File: config.mk
export PLATFORM = sky130hd
export DESIGN_NAME = i2c_seq_ctrl
export DESIGN_NICKNAME = d
export VERILOG_FILES = /design/src/rtl/i2c_seq_pkg.sv /design/src/rtl/i2c_line_filter.sv /design/src/rtl/i2c_seq_engine.sv /design/src/rtl/i2c_seq_ctrl.sv
export SDC_FILE = /design/constraint.sdc
export NUM_CORES = 1
export LEC_CHECK = 0
export BUFFER_PORTS_ARGS = -buffer_cell sky130_fd_sc_hd__buf_2
export CORE_ASPECT_RATIO = 2
export CORE_UTILIZATION = 40
export DETAILED_ROUTE_END_ITERATION = 8
export PLACE_DENSITY_LB_ADDON = 0.08
export SYNTH_ARGS = -nofsm -noshare
export SYNTH_HDL_FRONTEND = slang
export SYNTH_SLANG_ARGS = --single-unit
File: constraint.sdc
create_clock -name clk -period 2.34 [get_ports clk]
set_clock_uncertainty 0.05 [all_clocks]
set_input_delay 0 -clock clk [delete_from_list [all_inputs] [get_ports clk]]
set_output_delay 0 -clock clk [all_outputs]
set_load 0.01 [all_outputs]
File: src/rtl/i2c_seq_pkg.sv
package i2c_seq_pkg;
    localparam int CTL_W       = 16;
    localparam int POS_START   = 0;
    localparam int POS_STOP    = 1;
    localparam int POS_FILT    = 4;
    localparam int POS_TBUSY   = 8;
    localparam int POS_RBUSY   = 9;

    typedef enum logic [3:0] {
        E_IDLE,
        E_RS_REL,
        E_RS_HI,
        E_ST_LOW,
        E_ST_HOLD,
        E_WAIT,
        E_XFER,
        E_SP_LOW,
        E_SP_HI,
        E_SP_REL
    } eng_state_t;
endpackage

File: src/rtl/i2c_line_filter.sv
module i2c_line_filter #(
    parameter int SYNC   = 2,
    parameter int STABLE = 3
) (
    input  logic clk,
    input  logic rst_n,
    input  logic raw,
    input  logic en,
    output logic level
);
    localparam int CW = (STABLE > 1) ? $clog2(STABLE) : 1;

    typedef struct packed {
        logic [SYNC-1:0] sync;
        logic            filt;
        logic [CW-1:0]   cnt;
    } flt_t;

    flt_t d, q;
    logic in_s;

    assign in_s = q.sync[SYNC-1];

    always_comb begin
        d = q;
        d.sync = {q.sync[SYNC-2:0], raw};
        if (in_s == q.filt) begin
            d.cnt = '0;
        end else if (q.cnt == CW'(STABLE - 1)) begin
            d.filt = in_s;
            d.cnt  = '0;
        end else begin
            d.cnt = q.cnt + 1'b1;
        end
    end

    always_ff @(posedge clk or negedge rst_n) begin
        if (!rst_n) begin
            q.sync <= '1;
            q.filt <= 1'b1;
            q.cnt  <= '0;
        end else begin
            q <= d;
        end
    end

    assign level = en ? q.filt : in_s;

    // the filtered level only moves after three equal samples
    a_r8_three_samples: assert property (@(posedge clk) disable iff (!rst_n)
        (q.filt != $past(q.filt)) |->
            ($past(in_s, 1) == q.filt && $past(in_s, 2) == q.filt && $past(in_s, 3) == q.filt));
endmodule

File: src/rtl/i2c_seq_engine.sv
module i2c_seq_engine
    import i2c_seq_pkg::*;
#(
    parameter int DW = 8
) (
    input  logic          clk,
    input  logic          rst_n,
    input  logic          tick,
    input  logic          start_req,
    input  logic          stop_req,
    input  logic          tx_req,
    input  logic          rx_req,
    input  logic [DW-1:0] tx_data,
    input  logic          nack_sel,
    input  logic          sda_f,
    input  logic          scl_f,
    output logic          start_ack,
    output logic          stop_go,
    output logic          stop_done,
    output logic          tx_take,
    output logic          rx_take,
    output logic          tbusy,
    output logic          rbusy,
    output logic [DW-1:0] rx_data,
    output logic          ack_seen,
    output logic          sda_oe,
    output logic          scl_oe
);
    localparam int BCW = $clog2(DW + 1);
    localparam logic [BCW-1:0] LAST = BCW'(DW);

    typedef struct packed {
        eng_state_t     state;
        logic [BCW-1:0] bitn;
        logic           phase;
        logic           dir_rx;
        logic           nack;
        logic [DW-1:0]  shreg;
        logic [DW-1:0]  rx_hold;
        logic           ack_in;
        logic           sda_oe;
        logic           scl_oe;
    } eng_t;

    eng_t d, q;
    logic [DW-1:0] sh_next;

    always_comb begin
        d         = q;
        start_ack = 1'b0;
        stop_go   = 1'b0;
        stop_done = 1'b0;
        tx_take   = 1'b0;
        rx_take   = 1'b0;
        sh_next   = q.shreg;
        if (tick) begin
            unique case (q.state)
                E_IDLE: begin
                    if (start_req && sda_f && scl_f) begin
                        d.state   = E_ST_LOW;
                        d.sda_oe  = 1'b1;
                        start_ack = 1'b1;
                    end
                end
                E_WAIT: begin
                    if (start_req) begin
                        d.state  = E_RS_REL;
                        d.sda_oe = 1'b0;
                    end else if (tx_req) begin
                        d.state  = E_XFER;
                        d.dir_rx = 1'b0;
                        d.bitn   = '0;
                        d.phase  = 1'b0;
                        d.shreg  = tx_data;
                        d.sda_oe = !tx_data[DW-1];
                        tx_take  = 1'b1;
                    end else if (rx_req) begin
                        d.state  = E_XFER;
                        d.dir_rx = 1'b1;
                        d.bitn   = '0;
                        d.phase  = 1'b0;
                        d.nack   = nack_sel;
                        d.sda_oe = 1'b0;
                        rx_take  = 1'b1;
                    end else if (stop_req) begin
                        d.state  = E_SP_LOW;
                        d.sda_oe = 1'b1;
                        stop_go  = 1'b1;
                    end
                end
                E_RS_REL: begin
                    d.state  = E_RS_HI;
                    d.scl_oe = 1'b0;
                end
                E_RS_HI: begin
                    d.state   = E_ST_LOW;
                    d.sda_oe  = 1'b1;
                    start_ack = 1'b1;
                end
                E_ST_LOW: begin
                    d.state  = E_ST_HOLD;
                    d.scl_oe = 1'b1;
                end
                E_ST_HOLD: d.state = E_WAIT;
                E_XFER: begin
                    if (!q.phase) begin
                        d.phase  = 1'b1;
                        d.scl_oe = 1'b0;
                    end else begin
                        if (q.bitn != LAST) begin
                            sh_next = q.dir_rx ? {q.shreg[DW-2:0], sda_f}
                                               : {q.shreg[DW-2:0], 1'b0};
                        end else if (!q.dir_rx) begin
                            d.ack_in = sda_f;
                        end
                        d.shreg  = sh_next;
                        d.scl_oe = 1'b1;
                        if (q.bitn == LAST) begin
                            d.state = E_WAIT;
                            if (q.dir_rx) d.rx_hold = q.shreg;
                        end else begin
                            d.bitn  = q.bitn + 1'b1;
                            d.phase = 1'b0;
                            if (q.dir_rx)
                                d.sda_oe = (q.bitn == LAST - 1'b1) ? !q.nack : 1'b0;
                            else
                                d.sda_oe = (q.bitn == LAST - 1'b1) ? 1'b0 : !sh_next[DW-1];
                        end
                    end
                end
                E_SP_LOW: begin
                    d.state  = E_SP_HI;
                    d.scl_oe = 1'b0;
                end
                E_SP_HI: begin
                    d.state   = E_SP_REL;
                    d.sda_oe  = 1'b0;
                    stop_done = 1'b1;
                end
                E_SP_REL: d.state = E_IDLE;
                default:  d.state = E_IDLE;
            endcase
        end
    end

    always_ff @(posedge clk or negedge rst_n) begin
        if (!rst_n) begin
            q.state   <= E_IDLE;
            q.bitn    <= '0;
            q.phase   <= 1'b0;
            q.dir_rx  <= 1'b0;
            q.nack    <= 1'b0;
            q.shreg   <= '0;
            q.rx_hold <= '0;
            q.ack_in  <= 1'b0;
            q.sda_oe  <= 1'b0;
            q.scl_oe  <= 1'b0;
        end else begin
            q <= d;
        end
    end

    assign tbusy    = (q.state == E_XFER) && !q.dir_rx;
    assign rbusy    = (q.state == E_XFER) && q.dir_rx;
    assign rx_data  = q.rx_hold;
    assign ack_seen = q.ack_in;
    assign sda_oe   = q.sda_oe;
    assign scl_oe   = q.scl_oe;

    // SDA is only pulled down under a released SCL when a start is made
    a_r2_start_edge: assert property (@(posedge clk) disable iff (!rst_n)
        (!q.scl_oe && !$past(q.scl_oe) && q.sda_oe && !$past(q.sda_oe)) |-> (q.state == E_ST_LOW));

    // SDA is only released under a released SCL when a stop is made
    a_r7_stop_edge: assert property (@(posedge clk) disable iff (!rst_n)
        (!q.scl_oe && !$past(q.scl_oe) && !q.sda_oe && $past(q.sda_oe)) |-> (q.state == E_SP_REL));

    // the two busy flags never read 1 together
    a_r3_busy_exclusive: assert property (@(posedge clk) disable iff (!rst_n)
        !(tbusy && rbusy));
endmodule

File: src/rtl/i2c_seq_ctrl.sv
module i2c_seq_ctrl
    import i2c_seq_pkg::*;
#(
    parameter int DW        = 8,
    parameter int SYNC      = 2,
    parameter int FILT_LEN  = 3
) (
    input  logic             clk,
    input  logic             rst_n,
    input  logic             reg_wr,
    input  logic [CTL_W-1:0] reg_wdata,
    output logic [CTL_W-1:0] reg_rdata,
    input  logic             tx_go,
    input  logic [DW-1:0]    tx_byte,
    input  logic             rx_go,
    input  logic             rx_nack_sel,
    input  logic             bit_tick,
    output logic [DW-1:0]    rx_byte,
    output logic             slave_nack,
    input  logic             sda_i,
    input  logic             scl_i,
    output logic             sda_oe,
    output logic             scl_oe
);
    localparam int NLINES = 2;

    typedef struct packed {
        logic          start;
        logic          stop;
        logic          filt;
        logic          tx_pend;
        logic          rx_pend;
        logic [DW-1:0] tx_data;
        logic          nack;
    } ctl_t;

    ctl_t d, q;
    logic start_ack, stop_go, stop_done, tx_take, rx_take, tbusy, rbusy;
    logic [NLINES-1:0] raw_lines, flt_lines;
    logic wdata_unused;

    assign wdata_unused = ^reg_wdata;
    assign raw_lines = {scl_i, sda_i};

    for (genvar g = 0; g < NLINES; g++) begin : g_line
        i2c_line_filter #(.SYNC(SYNC), .STABLE(FILT_LEN)) u_flt (
            .clk   (clk),
            .rst_n (rst_n),
            .raw   (raw_lines[g]),
            .en    (q.filt),
            .level (flt_lines[g])
        );
    end

    always_comb begin
        d = q;
        if (start_ack) d.start = 1'b0;
        if (stop_done) d.stop  = 1'b0;
        if (reg_wr) begin
            d.start = reg_wdata[POS_START];
            d.stop  = reg_wdata[POS_STOP];
            d.filt  = reg_wdata[POS_FILT];
        end
        if (tx_take) d.tx_pend = 1'b0;
        if (rx_take) d.rx_pend = 1'b0;
        if (tx_go) begin
            d.tx_pend = 1'b1;
            d.tx_data = tx_byte;
        end
        if (rx_go) begin
            d.rx_pend = 1'b1;
            d.nack    = rx_nack_sel;
        end
    end

    always_ff @(posedge clk or negedge rst_n) begin
        if (!rst_n) begin
            q <= '0;
        end else begin
            q <= d;
        end
    end

    i2c_seq_engine #(.DW(DW)) u_eng (
        .clk       (clk),
        .rst_n     (rst_n),
        .tick      (bit_tick),
        .start_req (q.start),
        .stop_req  (q.stop),
        .tx_req    (q.tx_pend),
        .rx_req    (q.rx_pend),
        .tx_data   (q.tx_data),
        .nack_sel  (q.nack),
        .sda_f     (flt_lines[0]),
        .scl_f     (flt_lines[1]),
        .start_ack (start_ack),
        .stop_go   (stop_go),
        .stop_done (stop_done),
        .tx_take   (tx_take),
        .rx_take   (rx_take),
        .tbusy     (tbusy),
        .rbusy     (rbusy),
        .rx_data   (rx_byte),
        .ack_seen  (slave_nack),
        .sda_oe    (sda_oe),
        .scl_oe    (scl_oe)
    );

    always_comb begin
        reg_rdata            = '0;
        reg_rdata[POS_START] = q.start;
        reg_rdata[POS_STOP]  = q.stop;
        reg_rdata[POS_FILT]  = q.filt;
        reg_rdata[POS_TBUSY] = tbusy;
        reg_rdata[POS_RBUSY] = rbusy;
    end

    // a stop only begins when nothing else is queued
    a_r6_stop_needs_clear: assert property (@(posedge clk) disable iff (!rst_n)
        stop_go |-> (q.stop && !q.tx_pend && !q.rx_pend && !q.start));

    // the stop bit drops after the stop condition unless rewritten
    a_r7_stop_bit_clears: assert property (@(posedge clk) disable iff (!rst_n)
        stop_done |=> (!q.stop || $past(reg_wr)));
endmodule

==> qor.yml, run 1 <==
io_pins: 60
min-delay-path-class: "in2reg"
post-cts-setup-buffer-count: 0
fp.coreArea_sq_mm: 0.00667
syn_area_sq_mm: 0.00279
cts_htree_levels: 2
die_w_um: 61.0
drc: 0
fmax_mhz: 471
end_kind: "flip-flop"
holdBufCountCts: 21
outcome: "finished clean"
floorplan.initialDensity_pct: 41.8
synth.avg_cell_area_sq_um: 10.7
grt_pass1_wl_mm: 9.65
nFillCells: 670
grt_pass1_vias: 1969
viasPerCell: 5.08
port_buffers: 35
powerDensity_mw_per_mm2: 1000
final-max-slew-violation-count: 0
cts.sinks: 54
setup_viol: 0
final_layout_size_suffix_gt1_share_pct: 30.4
cts-root-buf: "clkbuf_16"
cts_made_buffers: 5
routedWlPerCell_um: 14.8
period_share_pct: 90.7
nets: 343
ys_types: 53
clockBufferDepth: 2
die-area_sq_mm: 0.00732
synth-edff-count: 0
synthArstFlopShare_pct: 100
fp-row-count: 42
irDropWorstVdd_uv: 663
die_h_um: 120
num_vias: 2015
syn_to_final_growth_pct: 18.6
required_ns: 2.47
grt_use_total_pct: 18.0
finalCriticalPeriod_ns: 2.12
yosysWarningCount: 0
rsz0062_at_grt: "false"
dpl-instance-area_sq_mm: 0.00294
grt-ovfl-total: 0
cts_resized: 0
tns_ns: 0
cap_violations: 0
final_hold_viol_count: 0
design_area_sq_mm: 0.00330
ys_seq_elements: 54
cp-start-kind: "flip-flop"
grt_max_degree: 31
cts_tree: "yes"
routed_wl_mm: 5.88
antenna_found_initial: 0
path_clk_slew_ns: 0.07
gp_congestion: 0.810
ant_nets: 0
drt_iter0_drc: 76
clock_latency_ns: 0.29
hpwl_mm: 4.36
syn-instance-count: 260
ys_dominant_reg_cell: "dfrtp_1"
worst-setup-path-type: "reg2reg"
p_leak_nw: 1.49
ys_seq_area_share_pct: 48.8
path_max_fanout: 4
worstPathArrival_ns: 2.25
diodes: 0
firstDrtPassIters: 4
[where the power goes]
part	internal, W	switching (W)	leakage (nW)	total (W)
Combinational	0.000551	0.000559	0.758	0.00111
Clock	0.000431	0.000331	0.0745	0.000762
Sequential	0.00118	0.000266	0.661	0.00144
Total	0.00216	0.00116	1.49	0.00332
[synthesized netlist by cell type, types with 2 or more instances]
library cell | instances | share of area (%)
inv_1 | 7 | 0.94
dfrtp_1 | 48 | 43
buf_4 | 24 | 6.5
nor2_1 | 17 | 2.3
clkbuf_1 | 4 | 0.54
o22ai_1 | 2 | 0.45
nand2_1 | 16 | 2.2
ha_1 | 2 | 0.90
nand4bb_1 | 2 | 0.81
xnor2_1 | 2 | 0.63
a22oi_1 | 7 | 1.9
nand2b_1 | 3 | 0.67
and3b_1 | 2 | 0.63
nor2b_1 | 4 | 0.90
a221o_1 | 2 | 0.72
mux2i_1 | 2 | 0.72
o21ai_0 | 16 | 2.9
o21bai_1 | 2 | 0.54
a21oi_1 | 11 | 2.0
nor3_1 | 7 | 1.3
dfstp_2 | 6 | 5.7
nand3_1 | 4 | 0.72
mux2_2 | 26 | 11
a31oi_1 | 2 | 0.45
nor2_2 | 3 | 0.67
buf_6 | 2 | 0.81
nor3b_1 | 4 | 1.1
buf_2 | 4 | 0.72
o41ai_1 | 2 | 0.63
o31ai_1 | 2 | 0.54
a21oi_2 | 2 | 0.63
a2bb2oi_1 | 2 | 0.63
[path summary, 6_finish.rpt]
check                                  endpoint                 start  depth (start not counted)  slack (ns)
max reg2reg                        reg_rdata[0]  g_line[0].u_flt.q[2]                          5        0.22
max                                reg_rdata[0]  g_line[0].u_flt.q[2]                          5        0.22
max in group asynchronous  g_line[0].u_flt.d[4]                 rst_n                          3        1.52
min                                       q[10]                 tx_go                          2        0.03
min in group asynchronous           u_eng.q[17]                 rst_n                          2        0.05
min reg2reg                g_line[1].u_flt.in_s  g_line[1].u_flt.d[4]                          0        0.30
[worst max-delay path: stages, from the launching register on]
cell	delay (ns)
dfstp_2	0.55
and3_1	0.14
o21ai_0	0.13
a2111oi_0	0.46
o31ai_1	0.11
dlygate4sd3_1	0.57
[cell type report]
cell class | instances | area, sq um | share of cell area, %
clock buffers | 7 | 143 | 4.32
clock inverters | 1 | 8.76 | 0.265
inverters | 8 | 30.0 | 0.909
multi-input cells | 173 | 1190 | 36.1
flip-flops and latches | 54 | 1360 | 41.1
well taps | 88 | 110 | 3.33
repair buffers | 66 | 460 | 13.9
[metal layers]
layer  routed length (um)  GRT usage (%)
met5                    0              0
met4                  108           6.82
met1                 2360           21.3
met3                  129           2.69
met2                 3290           31.3
[through the flow]
stage	utilization, %	worst slack [ns]	power, W	hold WS, ns	std cells
finish	49.5	0.217	0.00332	0.0287	397
CTS	49.5	0.183	0.00336	0.0283	397
global route	49.5	0.0408	0.00355	0.0460	397
global placement	44.1	0.346	0.00253	-0.188	368
floorplan	-	0.542	0.00224	-0.346	270
detailed placement	44.1	0.338	0.00255	-0.187	368
[placed cells by master, fill, tap and decap left out, types with 3 or more instances in the layout]
| cell | n |
|---|---|
| nor3b_1 | 4 |
| conb_1 | 11 |
| nand3_1 | 4 |
| clkbuf_16 | 5 |
| nor2_1 | 17 |
| nand2b_1 | 3 |
| mux2_2 | 26 |
| a22oi_1 | 7 |
| nor2_2 | 3 |
| o21ai_0 | 16 |
| nand2_1 | 16 |
| dfstp_2 | 6 |
| dlygate4sd3_1 | 21 |
| inv_1 | 7 |
| nor2b_1 | 4 |
| nor3_1 | 7 |
| buf_2 | 35 |
| buf_4 | 10 |
| dfrtp_1 | 48 |
| a21oi_1 | 11 |
[logic make-up (layout without fill, tap and decap cells)]
kind of cell    count (synthesis)  after routing  synth area share [%]
simple gates                   72             72                  14.8
buf+inv                        43             82                  9.74
xor+xnor                        2              2                 0.629
flops                          54             54                  48.8
fa+ha+maj                       2              2                 0.898
mux                            28             28                  11.2
compound gates                 58             58                  13.8
other cells                     1             11                 0.135
[registers in the layout, indices dropped and copies added, names as in the netlist]
register           flops
u_eng.sda_oe           1
g_line.u_flt.d         2
u_eng.scl_oe           1
q                     11
u_eng.q               19
g_line.u_flt.q         6
g_line.u_flt.in_s      2
u_eng.rx_data          8
u_eng.ack_seen         1
reg_rdata              3
(Power assumes the default switching activity.)
==> run 2: changes to the inputs <==
HOLD_SLACK_MARGIN = 0.15   (was default)
==> run 2 against run 1 <==
  * Wire length increased by 2.3%
  * Highest routed layer unchanged
  * Critical path type unchanged
  * Critical endpoint is now q[10]
  * Sequential power about the same
  * Worst setup slack got worse by 0.055 ns
  * Global-route usage increased by 0.30 points
  * Combinational power about the same
  * Final area increased by 3.6%
==> qor.yml, run 2 (same netlist as run 1, synthesis figures left out) <==
reg2reg_setup_slack_ns: 0.16  # was 0.22 ns
period_share_pct: 93.0  # was 90.7%
drc: 0  # unchanged
grt_pass1_vias: 2041  # was 1,969
min-delay-path-class: "in2async"  # was in2reg
path_max_fanout: 14  # was 4
syn_to_final_growth_pct: 22.9  # was 18.6%
cts_made_buffers: 5  # unchanged
worst-setup-path-type: "reg2reg"  # unchanged
path_cells: "nand4bb_1, nor2_2, nand2_1, a21o_1, dlygate4sd3_1"  # was and3_1, o21ai_0, a2111oi_0, o31ai_1, dlygate4sd3_1
clockBufferDepth: 2  # unchanged
post-cts-setup-buffer-count: 0  # unchanged
dpl-instance-area_sq_mm: 0.00294  # unchanged
regMostFlops: "u_eng.q"  # unchanged
setup_viol: 0  # unchanged
firstDrtPassIters: 4  # unchanged
outcome: "finished clean"  # unchanged
ant_nets: 0  # unchanged
finalCriticalPeriod_ns: 2.18  # was 2.12 ns
multiInputGateArea_sq_mm: 0.00119  # unchanged
drt_iter0_drc: 91  # was 76
powerDensity_mw_per_mm2: 978  # was 1000 mW/mm^2
routed_wl_mm: 6.02  # was 5.88 mm
fp-row-count: 42  # unchanged
diodes: 0  # unchanged
port_buffers: 35  # unchanged
rsz0062_at_grt: "false"  # unchanged
grt_pass1_wl_mm: 9.85  # was 9.65 mm
final_layout_size_suffix_gt1_share_pct: 29.3  # was 30.4%
cts_tree: "yes"  # unchanged
hpwl_mm: 4.36  # unchanged
p_leak_nw: 1.54  # was 1.49 nW
reg2reg_depth: 5  # unchanged
cts-root-buf: "clkbuf_16"  # unchanged
antenna_found_initial: 0  # unchanged
most-common-layout-cells: "48 x dfrtp_1, 35 x buf_2, 33 x dlygate4sd3_1"  # was 48 x dfrtp_1, 35 x buf_2, 26 x mux2_2
cts_htree_levels: 2  # unchanged
worstPathArrival_ns: 2.30  # was 2.25 ns
nFillCells: 661  # was 670
largest_reg_flops: 19  # unchanged
layout_commonest_cell: "dfrtp_1"  # unchanged
die_h_um: 120  # unchanged
tns_ns: 0  # unchanged
floorplan.initialDensity_pct: 41.8  # unchanged
final_hold_viol_count: 0  # unchanged
cp-start-kind: "flip-flop"  # unchanged
path_clk_slew_ns: 0.07  # about the same
design_area_sq_mm: 0.00342  # was 0.00330 sq mm
die-area_sq_mm: 0.00732  # unchanged
cap_violations: 0  # unchanged
die_w_um: 61.0  # unchanged
grt_max_degree: 31  # unchanged
viasPerCell: 5.04  # was 5.08
gp_congestion: 0.810  # unchanged
irDropWorstVdd_uv: 676  # was 663 uV
grt_use_total_pct: 18.3  # was 18.0%
routedWlPerCell_um: 14.7  # was 14.8 um
crit_slowest_cell: "dfrtp_1"  # was dlygate4sd3_1
io_pins: 60  # unchanged
cp_slowest_stage_delay_ns: 0.60  # was 0.57 ns
clock_latency_ns: 0.29  # about the same
fp.coreArea_sq_mm: 0.00667  # unchanged
end_kind: "flip-flop"  # unchanged
cts.sinks: 54  # unchanged
required_ns: 2.46  # was 2.47 ns
cts_resized: 0  # unchanged
nets: 355  # was 343
seqCellArea_sq_mm: 0.00136  # unchanged
fmax_mhz: 459  # was 471 MHz
final-max-slew-violation-count: 0  # unchanged
timing.hold.ws_ns: 0.208  # was 0.0287 ns
grt-ovfl-total: 0  # unchanged
num_vias: 2063  # was 2,015
reg2reg_to: "q[10]"  # was reg_rdata[0]
rr_startpoint: "u_eng.q[28]"  # was g_line[0].u_flt.q[2]
## run 2: cell types whose count changed in the layout (fill, tap and decap cells not counted)
cell,change
dlygate4sd3_1,+12
## run 2: layout make-up
type | instances | share of cell area [%]
clock buffer | 7 | 4.17
clock inverter | 1 | 0.256
inverter | 8 | 0.877
multi-input combinational | 173 | 34.9
sequential | 54 | 39.7
tap | 88 | 3.22
timing repair buffer | 78 | 17.0
## run 2: worst max path at each step
stage | startpoint | to | slack, ns
3_3_place_gp | u_eng.q[28] | u_eng.q[28] | 0.35
4_1_cts | g_line[0].u_flt.in_s | reg_rdata[0] | 0.18
5_1_grt | g_line[0].u_flt.q[2] | reg_rdata[0] | 0.04
3_5_place_dp | u_eng.q[28] | u_eng.q[19] | 0.34
2_1_floorplan | u_eng.q[22] | u_eng.q[17] | 0.54
6_report | u_eng.q[28] | q[10] | 0.16
## run 2: repair_timing
| item | CTS | global route |
|---|---|---|
| hold endpoints to repair | 67 | 0 |
| hold buffers | 33 | 0 |
| setup endpoints to repair | 0 | 0 |
## run 2: metrics by stage
stage	utilization [%]	worst slack, ns	std cells	total power (W)
2_1_floorplan	-	0.542	270	0.00224
3_3_place_gp	44.1	0.346	368	0.00253
3_5_place_dp	44.1	0.338	368	0.00255
4_1_cts	51.3	0.183	409	0.00339
5_1_grt	51.3	0.0411	409	0.00358
6_report	51.3	0.163	409	0.00335
## run 2: metal layers
metal  wire length, um  track usage [%]
met3               121             2.69
met2              3330             32.1
met4               116             6.82
met1              2450             21.4
met5                 0                0
## run 2: critical path: cells and delay by family (launching register included)
kind / cells / cell delay [ns]
and+or+nand+nor: 3 / 0.67
DFF: 1 / 0.60
buffers and inverters: 1 / 0.54
AOI/OAI and AO/OA: 1 / 0.19
## run 2: power by group
part           switching [W]  leakage, nW  internal, W  total [W]
registers           0.000266        0.661      0.00118    0.00144
logic               0.000565        0.806     0.000574    0.00114
clock network       0.000333       0.0745     0.000431   0.000764
==> run 3: changes to the inputs <==
GPL_TIMING_DRIVEN = 0   (was default)
==> run 3 against run 2 <==
  * Final area rose by 2.0%
  * Register-to-register slack barely moved
  * Non-clock buffer count rose by 14
  * Largest cell class unchanged
  * Worst setup slack lost 0.0072 ns
  * Worst hold slack worse by 0.064 ns
  * Clock-buffer cell count decreased by 2
  * First-iteration DRC count fell by 25%
  * Sequential power is 3% lower
  * Core utilization up 1.0 points
==> qor.yml, run 3 (same netlist as run 1, synthesis figures left out) <==
path_cells: "and3b_1, o21ai_0, a2111oi_0, o31ai_1, dlygate4sd3_1"  # was nand4bb_1, nor2_2, nand2_1, a21o_1, dlygate4sd3_1
hpwl_mm: 4.36  # about the same
rr_startpoint: "g_line[0].u_flt.in_s"  # was u_eng.q[28]
period_share_pct: 93.4  # was 93.0%
final-max-slew-violation-count: 0  # unchanged
cap_violations: 0  # unchanged
worstPathArrival_ns: 2.32  # was 2.30 ns
die-area_sq_mm: 0.00732  # unchanged
tns_ns: 0  # unchanged
layout_commonest_cell: "dfrtp_1"  # unchanged
min-delay-path-class: "in2reg"  # was in2async
regMostFlops: "u_eng.q"  # unchanged
outcome: "finished clean"  # unchanged
grt_max_degree: 55  # was 31
min-delay-start: "tx_go"
reg2reg_setup_slack_ns: 0.16  # about the same
rsz0062_at_grt: "false"  # unchanged
diodes: 0  # unchanged
largest_reg_flops: 19  # unchanged
num_vias: 2135  # was 2,063
antenna_found_initial: 0  # unchanged
final_hold_viol_count: 0  # unchanged
slew_headroom_pct: 58.3
irDropWorstVdd_uv: 637  # was 676 uV
viasPerCell: 5.05  # was 5.04
holdBufCountCts: 21  # was 33
die_w_um: 61.0  # unchanged
final_util_pct: 52.3  # was 51.3%
nets: 369  # was 355
seqCellArea_sq_mm: 0.00136  # unchanged
crit_slowest_cell: "dfstp_2"  # was dfrtp_1
fp-row-count: 42  # unchanged
required_ns: 2.47  # was 2.46 ns
grt_pass1_wl_mm: 10.1  # was 9.85 mm
cts_tree: "yes"  # unchanged
drt_iter0_drc: 68  # was 91
multiInputGateArea_sq_mm: 0.00119  # unchanged
fmax_mhz: 458  # was 459 MHz
min_to: "q[10]"
clock_latency_ns: 0.30  # was 0.29 ns
cp_slowest_stage_delay_ns: 0.56  # was 0.60 ns
end_kind: "flip-flop"  # unchanged
firstDrtPassIters: 5  # was 4
hold_depth: 2
routed_wl_mm: 6.12  # was 6.02 mm
reg2reg_to: "reg_rdata[0]"  # was q[10]
cts.sinks: 54  # unchanged
routedWlPerCell_um: 14.5  # was 14.7 um
nFillCells: 644  # was 661
timing.hold.ws_ns: 0.144  # was 0.208 ns
worst-setup-path-type: "reg2reg"  # unchanged
cp-start-kind: "flip-flop"  # unchanged
syn_to_final_growth_pct: 25.4  # was 22.9%
grt_pass1_vias: 2096  # was 2,041
clockBufferDepth: 2  # unchanged
grt-ovfl-total: 0  # unchanged
cts_htree_levels: 2  # unchanged
most-common-layout-cells: "48 x dfrtp_1, 38 x buf_2, 26 x mux2_2"  # was 48 x dfrtp_1, 35 x buf_2, 33 x dlygate4sd3_1
p_leak_nw: 1.61  # was 1.54 nW
cts_resized: 0  # unchanged
drc: 0  # unchanged
port_buffers: 34  # was 35
cts-root-buf: "clkbuf_16"  # unchanged
path_clk_slew_ns: 0.07  # about the same
post-cts-setup-buffer-count: 0  # unchanged
floorplan.initialDensity_pct: 41.8  # unchanged
die_h_um: 120  # unchanged
io_pins: 60  # unchanged
grt_use_total_pct: 18.8  # was 18.3%
cts_made_buffers: 5  # unchanged
powerDensity_mw_per_mm2: 957  # was 978 mW/mm^2
reg2reg_depth: 5  # unchanged
setup_viol: 0  # unchanged
final_layout_size_suffix_gt1_share_pct: 34.3  # was 29.3%
finalCriticalPeriod_ns: 2.18  # about the same
worstMarginPinSlew_ns: 0.623
gp_congestion: 0.856  # was 0.810
path_max_fanout: 4  # was 14
fp.coreArea_sq_mm: 0.00667  # unchanged
ant_nets: 0  # unchanged
## run 3: how the worst max path moves through the flow
stage | end | slack, ns | start
floorplan | u_eng.q[17] | 0.54 | u_eng.q[22]
CTS | reg_rdata[0] | 0.17 | g_line[0].u_flt.in_s
global placement | u_eng.q[16] | 0.33 | u_eng.q[22]
finish | reg_rdata[0] | 0.16 | g_line[0].u_flt.in_s
detailed placement | u_eng.q[17] | 0.32 | u_eng.q[22]
global route | reg_rdata[0] | 0.02 | g_line[0].u_flt.in_s
## run 3: layout make-up
cell class              instances  area share [%]
plain buffers                  35            6.91
clock buffers                   5            3.58
clock inverters                 3           0.681
inverters                       8           0.860
multi-input cells             173            34.2
flip-flops and latches         54            38.9
well taps                      88            3.15
repair buffers                 57            11.7
## run 3: power by group
part / leakage, nW / switching [W] / total, W / internal [W]
sequential: 0.661 / 0.000210 / 0.00139 / 0.00118
clock: 0.0664 / 0.000354 / 0.000755 / 0.000401
combinational: 0.884 / 0.000649 / 0.00120 / 0.000550
## run 3: per-stage QoR
stage / area, sq um / std cells / setup WS, ns / total power, W
5_1_grt: 3490 / 423 / 0.0228 / 0.00357
3_3_place_gp: 3100 / 392 / 0.331 / 0.00254
3_5_place_dp: 3100 / 392 / 0.325 / 0.00256
4_1_cts: 3460 / 421 / 0.174 / 0.00336
6_report: 3490 / 423 / 0.156 / 0.00334
2_1_floorplan: 2820 / 270 / 0.542 / 0.00224
## run 3: worst max-delay path, delay by kind of cell (launching register included)
kind	cells	cell delay (ns)
compound gates	3	0.74
buf+inv	1	0.56
flops	1	0.56
simple gates	1	0.15
## run 3: per-layer routing
metal	part of all wire [%]	wire, um	GRT usage [%]
met1	39	2420	22.0
met2	55	3370	32.0
met3	3.6	223	3.45
met4	1.9	118	8.81
met5	0	0	0
